===== src/rtl/wsp_pkg.sv =====
package wsp_pkg;
  typedef enum logic [1:0] {ST_IDLE, ST_ISSUE, ST_WAIT} st_e;
  typedef enum logic {MD_DATA = 1'b0, MD_TOGGLE = 1'b1} mode_e;
  typedef enum logic [1:0] {EV_BUSY, EV_MATCH, EV_SUSPECT} verdict_e;
endpackage


===== src/rtl/wsp_eval.sv =====
// Classifies one returned byte: still busy, settled and matching, or settled but suspect.
module wsp_eval #(
  parameter int DW       = 8,
  parameter int POLL_BIT = 7,
  parameter int TOG_BIT  = 6
) (
  input  wsp_pkg::mode_e    mode,
  input  logic [DW-1:0]     rd_data,
  input  logic [DW-1:0]     exp_data,
  input  logic              prev_tog,
  input  logic              have_prev,
  output wsp_pkg::verdict_e verdict,
  output logic              match
);
  import wsp_pkg::*;
  logic stopped;

  always_comb begin
    if (mode == MD_DATA) stopped = (rd_data[POLL_BIT] == exp_data[POLL_BIT]);
    else                 stopped = have_prev && (rd_data[TOG_BIT] == prev_tog);
    match = (rd_data == exp_data);
    if (!stopped)   verdict = EV_BUSY;
    else if (match) verdict = EV_MATCH;
    else            verdict = EV_SUSPECT;
  end
endmodule


===== src/rtl/wsp_timer.sv =====
// Cycle budget: counts busy cycles from the start edge, flags when the limit is reached.
module wsp_timer #(
  parameter int CW = 16
) (
  input  logic          clk,
  input  logic          rst_n,
  input  logic          capture,
  input  logic          run,
  input  logic [CW-1:0] limit_in,
  output logic          expired
);
  logic [CW-1:0] cnt_q, lim_q;

  always_ff @(posedge clk) begin
    if (!rst_n) begin
      cnt_q <= '0;
      lim_q <= '0;
    end else if (capture) begin
      cnt_q <= '0;
      lim_q <= limit_in;
    end else if (run) begin
      cnt_q <= cnt_q + 1'b1;
    end
  end

  assign expired = run && (cnt_q == lim_q);

  AST_CNT_BOUND: assert property (@(posedge clk) disable iff (!rst_n)
    run |-> cnt_q <= lim_q);
endmodule


===== src/rtl/wr_status_poller.sv =====
module wr_status_poller #(
  parameter int AW       = 16,
  parameter int DW       = 8,
  parameter int CW       = 16,
  parameter int POLL_BIT = 7,
  parameter int TOG_BIT  = 6
) (
  input  logic          clk,
  input  logic          rst_n,
  input  logic          start_valid,
  output logic          start_ready,
  input  logic          start_mode,
  input  logic [AW-1:0] start_addr,
  input  logic [DW-1:0] start_exp,
  input  logic [CW-1:0] cfg_limit,
  output logic          rd_req_valid,
  input  logic          rd_req_ready,
  output logic [AW-1:0] rd_req_addr,
  input  logic          rd_rsp_valid,
  output logic          rd_rsp_ready,
  input  logic [DW-1:0] rd_rsp_data,
  output logic          done,
  output logic          fail,
  output logic          timeout
);
  import wsp_pkg::*;

  localparam int CONF_READS = 2;
  localparam int CFW        = $clog2(CONF_READS + 1);

  st_e            st_q;
  mode_e          mode_q;
  logic [AW-1:0]  addr_q;
  logic [DW-1:0]  exp_q;
  logic           prev_q, have_prev_q;
  logic [CFW-1:0] conf_left_q;
  logic           conf_ok_q;
  logic           done_q, fail_q, to_q;

  verdict_e verdict;
  logic     match, expired;
  logic     accept, rsp_take, res_done, res_fail, tmo;

  assign start_ready  = (st_q == ST_IDLE);
  assign rd_req_valid = (st_q == ST_ISSUE);
  assign rd_rsp_ready = (st_q == ST_WAIT);
  assign rd_req_addr  = addr_q;
  assign done         = done_q;
  assign fail         = fail_q;
  assign timeout      = to_q;
  assign accept       = start_valid && start_ready;
  assign rsp_take     = rd_rsp_valid && rd_rsp_ready;

  wsp_eval #(.DW(DW), .POLL_BIT(POLL_BIT), .TOG_BIT(TOG_BIT)) u_eval (
    .mode     (mode_q),
    .rd_data  (rd_rsp_data),
    .exp_data (exp_q),
    .prev_tog (prev_q),
    .have_prev(have_prev_q),
    .verdict  (verdict),
    .match    (match)
  );

  wsp_timer #(.CW(CW)) u_timer (
    .clk     (clk),
    .rst_n   (rst_n),
    .capture (accept),
    .run     (st_q != ST_IDLE),
    .limit_in(cfg_limit),
    .expired (expired)
  );

  // A result decided on this edge beats an expiring budget.
  always_comb begin
    res_done = 1'b0;
    res_fail = 1'b0;
    if (rsp_take) begin
      if (conf_left_q == '0) begin
        res_done = (verdict == EV_MATCH);
      end else if (conf_left_q == CFW'(1)) begin
        res_done = conf_ok_q && match;
        res_fail = !(conf_ok_q && match);
      end
    end
    tmo = expired && !res_done && !res_fail;
  end

  always_ff @(posedge clk) begin
    if (!rst_n) begin
      st_q        <= ST_IDLE;
      mode_q      <= MD_DATA;
      addr_q      <= '0;
      exp_q       <= '0;
      prev_q      <= 1'b0;
      have_prev_q <= 1'b0;
      conf_left_q <= '0;
      conf_ok_q   <= 1'b1;
      done_q      <= 1'b0;
      fail_q      <= 1'b0;
      to_q        <= 1'b0;
    end else begin
      done_q <= 1'b0;
      fail_q <= 1'b0;
      to_q   <= 1'b0;
      unique case (st_q)
        ST_IDLE: if (accept) begin
          mode_q      <= mode_e'(start_mode);
          addr_q      <= start_addr;
          exp_q       <= start_exp;
          have_prev_q <= 1'b0;
          conf_left_q <= '0;
          conf_ok_q   <= 1'b1;
          st_q        <= ST_ISSUE;
        end
        ST_ISSUE: begin
          if (tmo) begin
            to_q <= 1'b1;
            st_q <= ST_IDLE;
          end else if (rd_req_ready) begin
            st_q <= ST_WAIT;
          end
        end
        ST_WAIT: begin
          if (res_done) begin
            done_q <= 1'b1;
            st_q   <= ST_IDLE;
          end else if (res_fail) begin
            fail_q <= 1'b1;
            st_q   <= ST_IDLE;
          end else if (tmo) begin
            to_q <= 1'b1;
            st_q <= ST_IDLE;
          end else if (rsp_take) begin
            prev_q      <= rd_rsp_data[TOG_BIT];
            have_prev_q <= 1'b1;
            if (conf_left_q == '0) begin
              if (verdict == EV_SUSPECT) begin
                conf_left_q <= CFW'(CONF_READS);
                conf_ok_q   <= 1'b1;
              end
            end else begin
              conf_left_q <= conf_left_q - 1'b1;
              conf_ok_q   <= conf_ok_q && match;
            end
            st_q <= ST_ISSUE;
          end
        end
        default: st_q <= ST_IDLE;
      endcase
    end
  end

  AST_ONE_RESULT: assert property (@(posedge clk) disable iff (!rst_n)
    $countones({done, fail, timeout}) <= 1);
  AST_RESULT_PULSE: assert property (@(posedge clk) disable iff (!rst_n)
    (done || fail || timeout) |=> !(done || fail || timeout));
  AST_IDLE_ON_RESULT: assert property (@(posedge clk) disable iff (!rst_n)
    (done || fail || timeout) |-> start_ready);
  AST_REQ_HOLD: assert property (@(posedge clk) disable iff (!rst_n)
    (rd_req_valid && !rd_req_ready) |=> ((rd_req_valid && $stable(rd_req_addr)) || timeout));
  AST_BUSY_ADDR: assert property (@(posedge clk) disable iff (!rst_n)
    !start_ready |=> $stable(rd_req_addr));
  AST_CONFIRM_TWO: assert property (@(posedge clk) disable iff (!rst_n)
    fail |-> $past(conf_left_q) == CFW'(1));
endmodule


===== config.mk =====
export PLATFORM = sky130hd
export DESIGN_NAME = wr_status_poller
export DESIGN_NICKNAME = d
export VERILOG_FILES = /design/src/rtl/wsp_pkg.sv /design/src/rtl/wsp_eval.sv /design/src/rtl/wsp_timer.sv /design/src/rtl/wr_status_poller.sv
export SDC_FILE = /design/constraint.sdc
export NUM_CORES = 1
export LEC_CHECK = 0
export BUFFER_PORTS_ARGS = -buffer_cell sky130_fd_sc_hd__buf_2
export CAP_MARGIN = 20
export CORE_MARGIN = 4
export CORE_UTILIZATION = 48
export DETAILED_ROUTE_END_ITERATION = 12
export PLACE_DENSITY_LB_ADDON = 0.2
export SYNTH_ARGS = -nofsm -noshare
export SYNTH_HDL_FRONTEND = slang
export SYNTH_SLANG_ARGS = --single-unit
export TNS_END_PERCENT = 50

===== constraint.sdc =====
create_clock -name clk -period 1.85 [get_ports clk]
set_input_delay 0.2775 -clock clk [delete_from_list [all_inputs] [get_ports clk]]
set_output_delay 0.2775 -clock clk [all_outputs]
set_load 0.1 [all_outputs]

Word level (Yosys, flattened, before mapping). Index checks and enable logic that the tools add are counted.

Bits in registers: 67. Input port bits: 54. Output and inout port bits: 22. Logic and storage cells: 104.

Add/subtract/negate cells: 2. Eq/ne operators: 17. Mux-type cells: 45. Bitwise gates (word level): 5. Reduce and logical (&&, ||, !) cells: 22.

Operator list (number): $mux 2 (16); $mux 1 (24); $add 16x1->16 const B (1); $eq 16x16->1 (1); $eq 8x8->1 (1); $logic_and 1x1->1 (7); $reduce_and 7->1 (1); $eq 2x1->1 const B (3); $ne 2x2->1 const B (3); $pmux 1 s2 (3); $pmux 2 s3 (1); $reduce_and 6->1 (1); $ne 5x1->1 const B (1); $not 1->1 (5); $reduce_and 5->1 (1); $eq 2x2->1 const B (2); $logic_not 2->1 (2); $ne 2x1->1 const B (2); $pmux 2 s2 (1); $reduce_and 2->1 (2); $reduce_bool 2->1 (2); $logic_not 1->1 (3); $ne 3x1->1 const B (1); $ne 3x2->1 const B (1); 5 further kinds (6).

Depth between registers and ports, before layout.
Depth in word-level cells: 14. Depth in mapped cells: 9. Depth with buffers taken out: 8.

Cells and area by module. A second synthesis with hierarchy kept.

Cells, all modules: 352. Area, all modules: 3181.8 um^2.

Modules (own cells, without submodules): wsp_timer (times used 1, cells each 155, area an instance 1534.0 um^2, seq. area each 640.6 um^2); wr_status_poller (times used 1, cells each 181, area an instance 1515.2 um^2, seq. area each 700.7 um^2); wsp_eval (times used 1, cells each 16, area an instance 132.6 um^2, seq. area each 0.0 um^2).

Worst setup path after synthesis. OpenSTA, ideal clock, no wires.

Path kind: flip-flop to flip-flop. Start: register st_q[0]. End: register conf_ok_q. Setup time: 0.117 ns. Arrival time: 2.511 ns. Data required time: 1.733 ns. Setup slack: -0.779 ns. Stages on the path, launching flop included: 10. Path buffers: 2. Period minus slack after synthesis: 2.629 ns. Cells stage by stage: dfxtp_1 > inv_1 > ha_1 > buf_2 > and2_1 > clkbuf_1 > a21oi_1 > a311oi_1 > nand2_1 > a2bb2oi_2.

Elaborated cells between the ends (all ways): 21. Those cells by class: eq/ne: 7; mux: 3; reduce/logical: 11.

RTL lines: start, declared (line wr_status_poller.sv:31) `st_e st_q;`; start signal, assigned (line wr_status_poller.sv:90) `st_q <= ST_IDLE;`; start signal, assigned (line wr_status_poller.sv:113) `st_q <= ST_ISSUE;`; start signal, assigned (line wr_status_poller.sv:118) `st_q <= ST_IDLE;`; $logic_not 2->1 (*) (line wr_status_poller.sv:44) `assign start_ready = (st_q == ST_IDLE);`; net start_ready (line wr_status_poller.sv:11) `output logic start_ready,`; $logic_and 1x1->1 (line wr_status_poller.sv:51) `assign accept = start_valid && start_ready;`; $ne 2x1->1 (no line); $reduce_and 7->1 (no line); end signal, assigned (line wr_status_poller.sv:143) `conf_ok_q <= conf_ok_q && match;`; end, declared (line wr_status_poller.sv:37) `logic conf_ok_q;`.

The timed path passes the listed nets; every way through them passes the cells marked *. A chain may end at the register's enable or synchronous reset.

Worst setup path in the final report.
Start: register exp_q[1]. End: register conf_left_q[0].

Longest elaborated chain between the ends: 11. Elaborated cells between the ends (all ways): 22. Those cells by class: eq/ne: 7; mux: 8; reduce/logical: 7.

RTL lines: start, declared (line wr_status_poller.sv:34) `logic [DW-1:0] exp_q;`; start signal, assigned (line wr_status_poller.sv:109) `exp_q <= start_exp;`; $eq 8x8->1 (*) (line wsp_eval.sv:21) `match = (rd_data == exp_data);`; $mux 2 (line wsp_eval.sv:23) `else if (match) verdict = EV_MATCH;`; $mux 2 (line wsp_eval.sv:22) `if (!stopped) verdict = EV_BUSY;`; $eq 2x1->1 (line wr_status_poller.sv:79) `res_done = (verdict == EV_MATCH);`; $mux 1 (line wr_status_poller.sv:78) `if (conf_left_q == '0) begin`; $mux 1 (line wr_status_poller.sv:77) `if (rsp_take) begin`; $logic_not 1->1 (line wr_status_poller.sv:85) `tmo = expired && !res_done && !res_fail;`; $logic_and 1x1->1 (2 in series) (line wr_status_poller.sv:85); $ne 2x2->1 (no line); $reduce_and 7->1 (no line) (*); end signal, assigned (line wr_status_poller.sv:138) `conf_left_q <= CFW'(CONF_READS);`; end signal, assigned (line wr_status_poller.sv:142) `conf_left_q <= conf_left_q - 1'b1;`; end, declared (line wr_status_poller.sv:36) `logic [CFW-1:0] conf_left_q;`.

Mark *: on every way between the ends. The rest lies on a longest branch, timed or not.

==> flow_summary.json <==
{
  "maxClockFrequency_mhz": 530.7,
  "yosys-top-cells-area": "sky130_fd_sc_hd__dfxtp_1 (43%), sky130_fd_sc_hd__nand2_1 (12%), sky130_fd_sc_hd__a21boi_1 (10%)",
  "timing.slew.headroom_pct": 63.31,
  "fp.dieArea_um2": 7835,
  "floorplan.core_area_um2": 6314,
  "r2r-start": "exp_q[1]",
  "worstHoldEndpoint": "rd_req_addr[15]",
  "dr_pass1_iterations": 4,
  "syn2layout_area_growth_pct": 29.59,
  "asyncSetResetFlopFracSynth_pct": 0,
  "ys_types": 44,
  "hp_class": "input pin to flop",
  "number_of_global_route_vias_before_repair": 2572,
  "detailroute.via_count": 2702,
  "synth-edff-count": 0,
  "numClockSinks": 67,
  "grt_start_max_net_pins": 42,
  "antenna_cells_inserted": 0,
  "total_leakage_power_nw": 1.796,
  "timing.setup.critical_path_class": "flop to flop",
  "place.port_buffers": 75,
  "globalplace.congestion": 0.8618,
  "setup.worst_path.start_class": "flop",
  "postRouteAntennaNets": 0,
  "timing.critical_path.arrival_ns": 2.16,
  "endpoint_kind": "flop",
  "timing.final.max_slew_violations": 0,
  "syn_avg_cell_area_um2": 8.456,
  "cts_inserted_buffers": 9,
  "drcViolationCount": 0,
  "worst-r2r-setup-slack_ns": -0.03,
  "synth-main-ff-cell": "sky130_fd_sc_hd__dfxtp_1",
  "post_drt_wl_per_cell_um": 12.83,
  "hold_start": "start_addr[15]",
  "synthesis.area_um2": 3112,
  "synth_warnings": 0,
  "layout_setup_ws_ns": -0.03419,
  "post-dp-hpwl_mm": 5.034,
  "worst_pin_slew_ns": 0.5490,
  "clock-root-buffer": "sky130_fd_sc_hd__clkbuf_8",
  "violations": "negative setup slack",
  "track_usage_pct": 18.65,
  "insertion_delay_ns": 0.35,
  "dpl.cell_count": 526,
  "status": "finished with violations",
  "rr_endpoint": "conf_left_q[0]",
  "wirelength_mm": 6.956,
  "period_utilization_pct": 101.8,
  "floorplan.rows": 29,
  "vdd.ir_drop.worst_mv": 0.9590,
  "critPathRequiredTime_ns": 2.13,
  "dp_worst_setup_slack_ns": -0.1000,
  "groute.layer.met3.usage_pct": 6.704,
  "final_global_route_overflow_total": 0,
  "fill_cells": 580,
  "clk_path_buf_depth": 2,
  "synth.ff_latch_count": 67,
  "vias_per_cell": 4.985,
  "die_h_um": 88.52,
  "global_route_wire_length_before_repair_mm": 11.28,
  "setup_viol": 3,
  "pin_count": 76,
  "path_clk_slew_ns": 0.08,
  "drt_iter0_drc": 88,
  "final_nets": 522,
  "met2_usage_pct": 29.03,
  "post-synth-top-area-fraction_pct": 43.10,
  "drv_cap": 0,
  "seq_total_area_yosys_pct": 43.10,
  "final_layout_size_suffix_gt1_share_pct": 30.97,
  "cell_accounting_for_the_most_synthesized_area": "sky130_fd_sc_hd__dfxtp_1",
  "postSynthNetCount": 430,
  "largest_fanout_of_any_net_on_the_critical_path": 3,
  "gr-usage-met1_pct": 23.50,
  "power_per_cell_area_nw_per_um2": 1154,
  "ff2ff_path_depth": 7,
  "die-width_um": 88.52,
  "grt.busiest_layer": "met2",
  "timing.final.hold_violations": 0,
  "final.min_clock_period_ns": 1.884,
  "htree_num_levels": 3,
  "grt_antenna_before_repair": 0,
  "final_cell_count_no_fill": 542,
  "fin_worst_skew_ns": 0.008084,
  "cts_tree": "done",
  "rsz0062_at_grt": "true",
  "number_of_cells_on_the_worst_hold_path": 3,
  "initial_core_util_pct": 49.29,
  "holdWs_ns": 0.1551,
  "synthesis.instances": 368
}
[report_power, final]
| group | total, mW | internal, mW | switching, mW |
|---|---|---|---|
| Sequential | 1.69 | 1.59 | 0.0991 |
| Clock | 1.52 | 0.935 | 0.581 |
| Combinational | 1.45 | 0.423 | 1.02 |
| Total | 4.66 | 2.95 | 1.71 |
[worst max-delay path: stages, from the launching register on]
cell and delay (ns):
sky130_fd_sc_hd__dfxtp_2 0.33, sky130_fd_sc_hd__xor2_1 0.15, sky130_fd_sc_hd__or4_4 0.53, sky130_fd_sc_hd__or2_4 0.27
sky130_fd_sc_hd__nand2_1 0.08, sky130_fd_sc_hd__a311oi_2 0.12, sky130_fd_sc_hd__nand2_2 0.13, sky130_fd_sc_hd__mux2i_1 0.19
[through the flow]
step	power, mW	TNS [ns]	utilization (%)	cell area, µm²
after floorplan	2.860	-0.07118	-	3161
after global placement	3.121	-0.2218	59.02	3726
after detailed placement	3.144	-0.3808	59.02	3726
after CTS	4.671	-0.05425	63.34	3999
after global routing	4.888	-0.7097	63.87	4033
final	4.655	-0.09566	63.87	4033
[cell usage in the layout (no fill, tap or decap), drive strengths merged, types with 3 or more instances in the layout]
master	n
buf	99
nand4	4
ha	8
dfxtp	67
nand3	6
nor2	19
a21boi	42
xnor2	7
o21ai	8
and3	3
inv	8
a21oi	7
clkbuf	10
bufinv	3
or3	3
mux2i	4
xor2	29
nand2	102
nor3	4
nor4	3
nor2b	4
nand2b	3
[worst max-delay path by stage]
| stage | cells past startpoint | slack (ns) | end | startpoint |
|---|---|---|---|---|
| global route | 7 | -0.15 | st_q[0] | u_timer.lim_q[0] |
| detailed placement | 8 | -0.1 | conf_left_q[0] | rd_rsp_data[7] |
| finish | 7 | -0.03 | conf_left_q[0] | exp_q[1] |
| global placement | 8 | -0.07 | st_q[0] | rd_rsp_data[7] |
| floorplan | 9 | -0.02 | conf_ok_q | st_q[1] |
| CTS | 7 | -0.03 | st_q[0] | u_timer.lim_q[0] |
[sequential cells by signal (all words and copies together) (netlist names)]
register and flops:
conf_left_q 2, conf_ok_q 1, done 1, exp_q 8
fail 1, have_prev_q 1, mode_q 1, prev_q 1
rd_req_addr 16, st_q 2, timeout 1, u_timer.cnt_q 16
u_timer.lim_q 16
[cell type report]
type / instances / area [µm²] / share of cell area (%)
multi-input cells: 276 / 1753 / 43.47
clock buffers: 10 / 137.6 / 3.413
inverters: 7 / 30.03 / 0.7446
well taps: 77 / 96.34 / 2.389
repair buffers: 99 / 555.5 / 13.78
clock inverters: 6 / 110.1 / 2.730
flip-flops and latches: 67 / 1350 / 33.48
[cell usage after synthesis (2+ instances only)]
| master | instances |
|---|---|
| sky130_fd_sc_hd__xor2_1 | 29 |
| sky130_fd_sc_hd__nor3_1 | 3 |
| sky130_fd_sc_hd__xnor2_1 | 7 |
| sky130_fd_sc_hd__o21ai_1 | 6 |
| sky130_fd_sc_hd__nor2b_1 | 4 |
| sky130_fd_sc_hd__ha_1 | 8 |
| sky130_fd_sc_hd__clkbuf_1 | 14 |
| sky130_fd_sc_hd__and3_1 | 3 |
| sky130_fd_sc_hd__dfxtp_1 | 67 |
| sky130_fd_sc_hd__and2_1 | 2 |
| sky130_fd_sc_hd__or3_1 | 3 |
| sky130_fd_sc_hd__mux2i_1 | 4 |
| sky130_fd_sc_hd__nor2_1 | 18 |
| sky130_fd_sc_hd__nand2_1 | 102 |
| sky130_fd_sc_hd__a21boi_1 | 42 |
| sky130_fd_sc_hd__o21ai_0 | 2 |
| sky130_fd_sc_hd__nand2b_1 | 3 |
| sky130_fd_sc_hd__nand3b_1 | 2 |
| sky130_fd_sc_hd__buf_2 | 4 |
| sky130_fd_sc_hd__nor4_1 | 3 |
| sky130_fd_sc_hd__inv_1 | 5 |
| sky130_fd_sc_hd__a21oi_1 | 7 |
| sky130_fd_sc_hd__nand4_1 | 3 |
| sky130_fd_sc_hd__nand3_1 | 6 |
| sky130_fd_sc_hd__or2_1 | 2 |
[per-layer routing]
layer	vias to the layer above	part of all wire, %
li1	1405	-
met1	1214	48
met2	76	43
met3	7	7.4
met4	0	1.1
met5	-	0
[kinds of logic after synthesis]
logic type | after synthesis | share of synthesized area, %
fa+ha+maj | 8 | 3.217
compound gates | 67 | 15.56
simple gates | 161 | 23.48
flops | 67 | 43.10
xor+xnor | 36 | 10.13
buf+inv | 25 | 3.217
mux | 4 | 1.287
[timing repair]
item	CTS	global route
pin swaps	5	0
endpoints found under the setup margin	4	11
cloned	0	0
gates resized for setup	7	7
hold buffers	0	0
setup buffers	0	0
Power figures use the tool's default switching activity.
